[config.mk]
export PLATFORM = sky130hd
export DESIGN_NAME = bus_div_select
export DESIGN_NICKNAME = d
export VERILOG_FILES = /design/src/rtl/bus_div_select.sv
export SDC_FILE = /design/constraint.sdc
export NUM_CORES = 1
export LEC_CHECK = 0
export BUFFER_PORTS_ARGS = -buffer_cell sky130_fd_sc_hd__buf_2
export CAP_MARGIN = 20
export CORE_MARGIN = 2
export CORE_UTILIZATION = 40
export CTS_BUF_LIST = sky130_fd_sc_hd__clkbuf_8 sky130_fd_sc_hd__clkbuf_16
export DETAILED_ROUTE_END_ITERATION = 7
export HOLD_SLACK_MARGIN = 0.15
export RECOVER_POWER = 50
export SETUP_SLACK_MARGIN = 0.02
export SLEW_MARGIN = 20
export SYNTH_ARGS = -nofsm -noshare
export SYNTH_HDL_FRONTEND = slang
export SYNTH_SLANG_ARGS = --single-unit
[constraint.sdc]
create_clock -name clk -period 5.6 [get_ports clk]
set_input_delay 0.84 -clock clk [delete_from_list [all_inputs] [get_ports clk]]
set_output_delay 0.84 -clock clk [all_outputs]
set_load 0.005 [all_outputs]
[src/rtl/bus_div_select.sv]
module bus_div_select #(
  parameter int FW  = 32,
  parameter int HW  = 4,
  parameter int TOL = 1000
) (
  input  logic          clk,
  input  logic          rst,
  input  logic          start,
  input  logic [FW-1:0] src_hz,
  input  logic [FW-1:0] core_hz,
  input  logic [FW-1:0] hbus_max_hz,
  input  logic [FW-1:0] pbus_max_hz,
  output logic [HW-1:0] hdiv,
  output logic [HW:0]   pdiv,
  output logic          scale_mode,
  output logic [FW-1:0] core_adj,
  output logic          done,
  output logic          err
);

  localparam int CW   = $clog2(FW);
  localparam int NCAN = 6;
  localparam int IW   = $clog2(NCAN);

  typedef enum logic [1:0] {S_IDLE, S_DIV, S_CHECK} state_t;
  state_t state;

  logic [FW-1:0] src_q, core_q, lim_q, pmax_q;
  logic [FW-1:0] rem, quo;
  logic [CW-1:0] cnt;
  logic [IW-1:0] idx;

  function automatic logic [HW-1:0] cand(input logic [IW-1:0] i);
    case (i)
      0:       cand = HW'(1);
      1:       cand = HW'(2);
      2:       cand = HW'(3);
      3:       cand = HW'(4);
      4:       cand = HW'(6);
      default: cand = HW'(8);
    endcase
  endfunction

  logic [HW-1:0] dcur;
  logic [FW:0]   trial;
  logic          fits;
  logic [FW-1:0] core_clamp, lim_init;
  logic          accept, sub2, perr;
  logic [FW-1:0] craise;

  assign dcur       = cand(idx);
  assign trial      = {rem, quo[FW-1]};
  assign fits       = trial >= {{(FW+1-HW){1'b0}}, dcur};
  assign core_clamp = (core_hz > src_hz) ? src_hz : core_hz;
  assign lim_init   = (core_clamp < src_hz && core_clamp < hbus_max_hz) ? core_clamp : hbus_max_hz;
  assign accept     = {1'b0, quo} <= ({1'b0, lim_q} + (FW+1)'(TOL));
  assign sub2       = quo > pmax_q;
  assign perr       = sub2 && ((quo >> 1) > pmax_q);
  assign craise     = (core_q < quo) ? quo : core_q;

  always_ff @(posedge clk) begin
    if (rst) begin
      state      <= S_IDLE;
      src_q      <= '0;
      core_q     <= '0;
      lim_q      <= '0;
      pmax_q     <= '0;
      rem        <= '0;
      quo        <= '0;
      cnt        <= '0;
      idx        <= '0;
      hdiv       <= '0;
      pdiv       <= '0;
      scale_mode <= 1'b0;
      core_adj   <= '0;
      done       <= 1'b0;
      err        <= 1'b0;
    end else begin
      done <= 1'b0;
      case (state)
        S_IDLE: if (start) begin
          src_q  <= src_hz;
          core_q <= core_clamp;
          lim_q  <= lim_init;
          pmax_q <= pbus_max_hz;
          rem    <= '0;
          quo    <= src_hz;
          cnt    <= '0;
          idx    <= '0;
          err    <= 1'b0;
          state  <= S_DIV;
        end
        S_DIV: begin
          rem <= fits ? FW'(trial - {{(FW+1-HW){1'b0}}, dcur}) : trial[FW-1:0];
          quo <= {quo[FW-2:0], fits};
          cnt <= cnt + 1'b1;
          if (cnt == CW'(FW-1)) state <= S_CHECK;
        end
        S_CHECK: begin
          if (accept) begin
            state <= S_IDLE;
            done  <= 1'b1;
            if (perr) begin
              err <= 1'b1;
            end else begin
              hdiv       <= dcur;
              pdiv       <= sub2 ? {dcur, 1'b0} : {1'b0, dcur};
              scale_mode <= craise < src_q;
              core_adj   <= (craise < src_q) ? quo : craise;
            end
          end else if (idx == IW'(NCAN-1)) begin
            state <= S_IDLE;
            done  <= 1'b1;
            err   <= 1'b1;
          end else begin
            idx   <= idx + 1'b1;
            rem   <= '0;
            quo   <= src_q;
            cnt   <= '0;
            state <= S_DIV;
          end
        end
        default: state <= S_IDLE;
      endcase
    end
  end

  AST_DONE_PULSE: assert property (@(posedge clk) disable iff (rst)
    done |=> !done || $past(start));
  AST_ERR_KEEPS: assert property (@(posedge clk) disable iff (rst)
    (done && err) |-> ($stable(hdiv) && $stable(pdiv) && $stable(core_adj) && $stable(scale_mode)));
  AST_PDIV_MULT: assert property (@(posedge clk) disable iff (rst)
    (done && !err) |-> (pdiv == {1'b0, hdiv} || pdiv == {hdiv, 1'b0}));
  AST_HDIV_SET: assert property (@(posedge clk) disable iff (rst)
    (done && !err) |-> (hdiv inside {1, 2, 3, 4, 6, 8}));
  AST_SCALE_BELOW: assert property (@(posedge clk) disable iff (rst)
    (done && !err && scale_mode) |-> (core_adj < src_q));
  AST_BUSY_HOLD: assert property (@(posedge clk) disable iff (rst)
    (state != S_IDLE && start) |=> $stable(src_q) && $stable(pmax_q));

endmodule

# After elaboration in Yosys (flattened, before gate mapping)
# Cells that the tools add are included.
[totals]
in_bits = 131
reg_bits = 246
elab_cells = 92
[classes]
eq_ne = 14
reduce_logical = 13
mux = 35
order_cmp = 9
bitwise_logic = 2
n_addsub = 4
[op_table]
columns = ["cell", "n"]
rows = [
  ["$mux 32", 11],
  ["$pmux 32 s3", 2],
  ["$lt 32x32->1", 4],
  ["$gt 32x32->1", 2],
  ["$add 32x10->33 const B", 1],
  ["$ge 33x4->1", 1],
  ["$le 32x33->1", 1],
  ["$gt 31x32->1", 1],
  ["$sub 32x4->32", 1],
  ["$mux 5", 4],
  ["$pmux 4 s5", 1],
  ["$pmux 5 s3", 1],
  ["$reduce_and 4->1", 3],
  ["$mux 3", 3],
  ["$mux 1", 8],
  ["$ne 2x2->1 const B", 4],
  ["$eq 3x2->1 const B", 2],
  ["$eq 3x3->1 const B", 2],
  ["$ne 3x3->1 const B", 2],
  ["$pmux 2 s3", 1],
  ["$pmux 3 s2", 1],
  ["$add 5x1->5 const B", 1],
  ["$eq 5x5->1 const B", 1],
  ["$mux 2", 2],
  ["other kinds (14)", 17],
]

# Logic depth before layout (Yosys ltp)
[depth]
ltp_word = 5
mapped_depth = 23

# Least setup slack after synthesis
# No wires, ideal clock.
[synth_timing]
path_kind = "input-to-reg"
from = "input port src_hz[14]"
to = "register lim_q[23]"
path_buffers = 3
arrival_time_ps = 5359
path_slack_ps = 135
t_required_ps = 5494
setup_time_ps = 106
cell_stages = 22
cell_sequence = "inv_1 -> ha_1 -> a21oi_1 -> nand2_1 -> a221o_1 -> o31ai_1 -> a21o_1 -> clkbuf_1 -> clkbuf_1 -> nor2_1 -> a21oi_1 -> inv_1 -> ha_1 -> a21oi_1 -> o21ai_0 -> a2111oi_0 -> nor2_1 -> or4_1 -> a211oi_1 -> o211ai_1 -> clkbuf_1 -> o311ai_0"
[synth_between]
elab_chain_cells = 5
word_cells_on_any_way = 6
cone_classes = "order compare: 3; mux: 2; reduce/logical: 1"
[synth_rtl]
columns = ["item", "line_no", "text"]
rows = [
  ["start, declared", "9", "input logic [FW-1:0] src_hz,"],
  ["$gt 32x32->1 (*)", "54", "assign core_clamp = (core_hz > src_hz) ? src_hz : core_hz;"],
  ["$mux 32 (*)", "54", ""],
  ["named net core_clamp[7]", "47", "logic [FW-1:0] core_clamp, lim_init;"],
  ["$lt 32x32->1", "55", "assign lim_init = (core_clamp < src_hz && core_clamp < hbus_max_hz) ? core_clamp : hbus_max_hz;"],
  ["$logic_and 1x1->1 (*)", "55", ""],
  ["$mux 32 (*)", "55", ""],
  ["end signal, assigned", "84", "lim_q <= lim_init;"],
  ["end, declared", "28", "logic [FW-1:0] src_q, core_q, lim_q, pmax_q;"],
]
# Mark *: on every way through the listed nets, which the timed path passes. The rest lies on a longest branch.
# A chain may end at the register's enable or synchronous reset.

# Worst setup path after layout
[layout_timing]
from = "register lim_q[3]"
to = "register rem[18]"
[layout_between]
elab_chain_cells = 4
[layout_rtl]
columns = ["item", "line_no", "text"]
rows = [
  ["$add 32x10->33", "56", "assign accept = {1'b0, quo} <= ({1'b0, lim_q} + (FW+1)'(TOL));"],
  ["$le 32x33->1", "56", ""],
  ["$ne 2x2->1 (no source line)", "--", ""],
  ["$reduce_and 4->1 (no source line)", "--", ""],
  ["end signal, assigned", "94", "rem <= fits ? FW'(trial - {{(FW+1-HW){1'b0}}, dcur}) : trial[FW-1:0];"],
  ["end, declared", "29", "logic [FW-1:0] rem, quo;"],
]
# Every way passes these cells.

==> results.md <==
- The flow ran to the end, but the final reports show violations.
- The checks that failed: capacitance limit, slew limit.
- For the worst setup path, the data required time is 6.00 ns.
- The number of antenna violations at the first check in global routing is 1.
- The synthesized area divided by synthesized cell count is 8.01 um^2.
- The critical path goes through ha_1 > or3_1 > o41a_1 > and2_0 > and3_1 > and2_1 > nand2_1 > xor2_1 > ha_1 > a2111oi_0 > o21ai_0 > a211o_1 > nor4_1 > a21bo_2 > a211o_2 > buf_12 > or3_1 > a21oi_1.
- The met3 routed wirelength is 3940 um.
- The initial utilization of the core area, before any placement, comes to 0.403.
- In the detailed route, the total length drawn on met2 is 23600 um.
- The layout overhead on the synthesized area is 19.0%.
- The maximum count of clock buffers along a single path is 3.
- The worst hold path terminates at src_q[31].
- The die extent in x is 217 um.
- In this run the critical register-to-register path is captured at rem[18].
- The share of the synthesized netlist area taken by xor and xnor gates is 0.0265.
- In this run the standard cell core region covers 45200 um^2.
- The count of flip-flops with a built-in enable after synthesis is 0.
- In this run the number of H-tree levels came out at 1.
- In this run the worst path has a maximum fanout of 55.
- The root buffer cell is clkbuf_16.
- STA classifies the critical path endpoint as a flip-flop.
- The highest metal layer carrying signal wires in the routed design is met5.
- The die is 217 um tall.
- The worst reg2reg path depth is 18.
- On the worst path, the slowest cell contributes a delay of 0.48 ns.
- The count of buffers from port buffering is 174.
- The first global-routing pass estimated 93200 um of wire.
- The number of global-route vias before repair is 16900.
- The worst-case headroom to the max-slew limit is -1.51.
- STA classifies the critical path startpoint as a flip-flop.
- Across the run, the number of max-cap violations was 2.
- In the finished design, the share of the clock period the worst path needs comes to 0.954.
- The number of instances in the synthesized netlist is 2272.
- Clock-pin slew was measured on the worst setup and hold paths at 0.06 ns.
- The number of instances in the placed design is 3104.
- The TritonCTS clock tree is yes.
- Using the TritonRoute via totals, the vias-per-cell ratio works out to 5.60.
- The launching point of the worst reg2reg path is lim_q[3].
- The share of total power dissipated in the clock network is 0.209.
- The fraction of power consumed by sequential logic is 0.251.
- Of the total power, the share spent switching nets is 0.415.
- On the final layout, the worst clock skew is 0.0158 ns.
- The die covers 47200 um^2.
- The share of the Yosys chip area taken by registers is 0.271.
- The tightest min-delay check is of the reg2reg type.
- Summed over all nets, the half-perimeter wirelength after detailed placement is 45400 um.
- The hold buffer count at cts is 0.
- The power spent charging and discharging nets is 0.00361 W.
- The worst path arrival time is 5.74 ns.
- Across the VDD grid, the largest voltage drop is 0.000466 V.
- The category of the critical setup timing path is reg2reg.
- The count of final max-slew check failures was 131.
- The post-detailed-route count of antenna-violating nets is 0.
- The netlist uses 72 different library cells.
- Final hold analysis gives a worst-case slack of 0.455 ns.
- The routed layout has 17700 vias.
- The number of hold violations in the final report is 0.
- For this run, the top clock speed supported by timing is 187 MHz.
- Entering global routing, the biggest net connects 182 pins.
- Summed over all cells, the static leakage comes to 9.47 nW.
- The flip-flop and latch count after synthesis is 246.
- The top cell types in the final layout, fill and taps aside, are ha_1, nand2_1, dfxtp_1.
- The share of post-route cells with drive strength above 1 is 0.168.
- Of the post-synthesis cell area, the part taken by muxes is 0.0413.
- Summing every instance area after synthesis gives 18200 um^2.
- The area fraction in compound gates after synthesis is 0.206.
- On the critical path, the stage with the largest delay is an instance of nor4_1.
- Setup repair after global routing left no endpoint under its margin.
- The total clock buffers created by CTS is 26.
- The most common library cell in the layout ignoring fill and taps is ha_1.
- The total overflow reported by the global router is 0.
- The later pin in the worst-skew pair is clocked with a latency of 0.56 ns.
- Of the total synthesized cell area, the portion taken by AND, OR, NAND and NOR gates is 0.196.
- For this design, the sink count on the clock tree is 246.
- During I/O placement, the number of pins put on the boundary was 175.
- The congestion estimate from routability-driven global placement came to 0.934.
- Counting instances, the worst hold path has a depth of 2.
- Of the total power, combinational logic draws 0.540.
- The share of synthesized registers carrying an async set or reset is 0.
- The starting DRC count in detailed routing is 1300.
- The number of antenna diodes in the final layout is 0.
- Cell internal power was estimated by the tool at 0.00509 W.
- The startpoint of the lowest-slack hold path is src_q[31].
- The finished layout holds 3154 standard cells, fillers aside.
- The total detailed-routing wirelength is 59300 um.
- The post-route met1 wirelength is 29700 um.
- The number of nets in the synthesized netlist is 2670.
- For the pin with the worst max-slew slack, the measured transition is 3.76 ns.
- The post-synthesis adder-cell area fraction is 0.184.
- The most instantiated flip-flop cell in the synthesis netlist is dfxtp_1.
- The residual DRC count is 0.
- The minimum clock period after layout is 5.34 ns.
- The average wire per cell in the routed design is 18.8 um.
- The setup check on the worst reg-to-reg path leaves a slack of 0.26 ns.
- Setup violations remaining at the end of the flow were counted as 0.
- The count of nets after finishing is 2932.
- By area, the combinational part of the netlist is dominated by compound AO/OA/AOI/OAI gates.
- In this run the power density over the cells is 402 nW/um^2.
- For this run, the detailed router's first-pass iteration total came to 5.
- In the global route stage, overall resource usage came out at 0.246.
- The number of warnings reported in the yosys synthesis log is 0.
- The number of placement rows is 78.
==> what timing repair did <==
item / 4_1_cts / 5_1_grt
endpoints found under the setup margin: 0 / 53
setup buffers: 0 / 2
gates resized for setup: 0 / 10
==> through the flow <==
step / setup TNS [ns] / utilization / cell area [um^2] / power [W] / worst slack, ns
5_1_grt: 0 / 0.479 / 21700 / 0.00935 / 0.0166
3_5_place_dp: -2.11 / 0.461 / 20800 / 0.00686 / -0.149
2_1_floorplan: 0 / - / 18200 / 0.00559 / 0.135
6_report: 0 / 0.479 / 21700 / 0.00871 / 0.259
3_3_place_gp: -0.0233 / 0.461 / 20800 / 0.00675 / -0.0124
4_1_cts: 0 / 0.481 / 21700 / 0.00870 / 0.271
==> synth_stat cells, types with 4 or more instances <==
cell	n	area share
and4_1	7	0.0034
and2_1	7	0.0024
nand3_1	56	0.015
nand4b_1	32	0.015
nand2_1	254	0.052
nor2_1	127	0.026
a211oi_1	55	0.023
a221oi_1	9	0.0043
mux2i_1	38	0.021
a21o_1	29	0.012
nand3b_1	32	0.013
xor2_1	32	0.015
dfxtp_1	246	0.27
nor4_1	22	0.0076
buf_2	6	0.0017
o31ai_1	5	0.0021
nor3_1	27	0.0074
or4_1	6	0.0025
buf_6	4	0.0025
clkbuf_1	111	0.023
inv_1	211	0.044
xnor2_1	23	0.011
a21oi_1	244	0.067
o21a_1	10	0.0041
o311ai_0	32	0.015
a2111oi_0	7	0.0034
o22ai_1	31	0.011
o221ai_1	34	0.016
nand4_1	51	0.018
buf_1	4	0.00082
o21ai_0	54	0.015
mux2_2	33	0.020
o2111ai_1	4	0.0019
o211ai_1	44	0.018
nor2b_1	9	0.0031
and3_1	10	0.0034
ha_1	266	0.18
nand2b_1	39	0.013
or3_1	13	0.0045
clkbuf_8	4	0.0030
==> worst max-delay path by stage <==
stage                   to       start  cells after the start  slack (ns)
2_1_floorplan    lim_q[23]  src_hz[14]                     22        0.14
3_3_place_gp      lim_q[2]  src_hz[14]                     23       -0.01
3_5_place_dp     lim_q[16]   src_hz[7]                     22       -0.15
4_1_cts        core_adj[9]      quo[9]                     21        0.27
5_1_grt            quo[11]    lim_q[3]                     18        0.02
6_report           rem[18]    lim_q[3]                     18        0.26
==> sequential cells by signal (all words and copies together), names as in the netlist <==
register,count
done,1
state,2
idx,3
scale_mode,1
rem,32
core_adj,32
pmax_q,32
pdiv,5
hdiv,4
lim_q,32
quo,32
src_q,32
err,1
core_q,32
cnt,5
==> per-layer routing <==
metal / track usage / vias to the layer above
met5: 0 / -
met4: 0.0868 / 2
met3: 0.0298 / 98
met2: 0.354 / 554
met1: 0.372 / 8259
li1: - / 8742
==> power groups by stage <==
stage / clock [W] / sequential [W] / combinational [W]
5_1_grt: 0.00193 / 0.00221 / 0.00521
6_report: 0.00182 / 0.00219 / 0.00470
2_1_floorplan: 0 / 0.00216 / 0.00343
3_3_place_gp: 0 / 0.00221 / 0.00454
4_1_cts: 0.00186 / 0.00218 / 0.00467
3_5_place_dp: 0 / 0.00222 / 0.00464
==> worst max-delay path: cells and delay by family, from the launching register on <==
family,cells,cell delay [ns]
compound gates,7,2.14
buf+inv,1,0.29
fa+ha+maj,2,0.47
xor+xnor,1,0.07
flops,1,0.40
simple gates,7,1.79
==> cell families after synthesis <==
logic type                 count (synthesis)
adders and majority gates                267
DFF                                      246
xor gates and xnor gates                  55
muxes                                     71
AOI/OAI and AO/OA                        582
and+or+nand+nor                          709
buffers and inverters                    342
==> final cells by class <==
cell class | count | area, um^2
clock buffers | 31 | 731
clock inverters | 17 | 168
fillers | 4451 | 23500
inverters | 212 | 796
multi-input cells | 1684 | 12000
flip-flops and latches | 246 | 4920
well taps | 600 | 751
repair buffers | 364 | 2320
(Power assumes the default switching activity.)
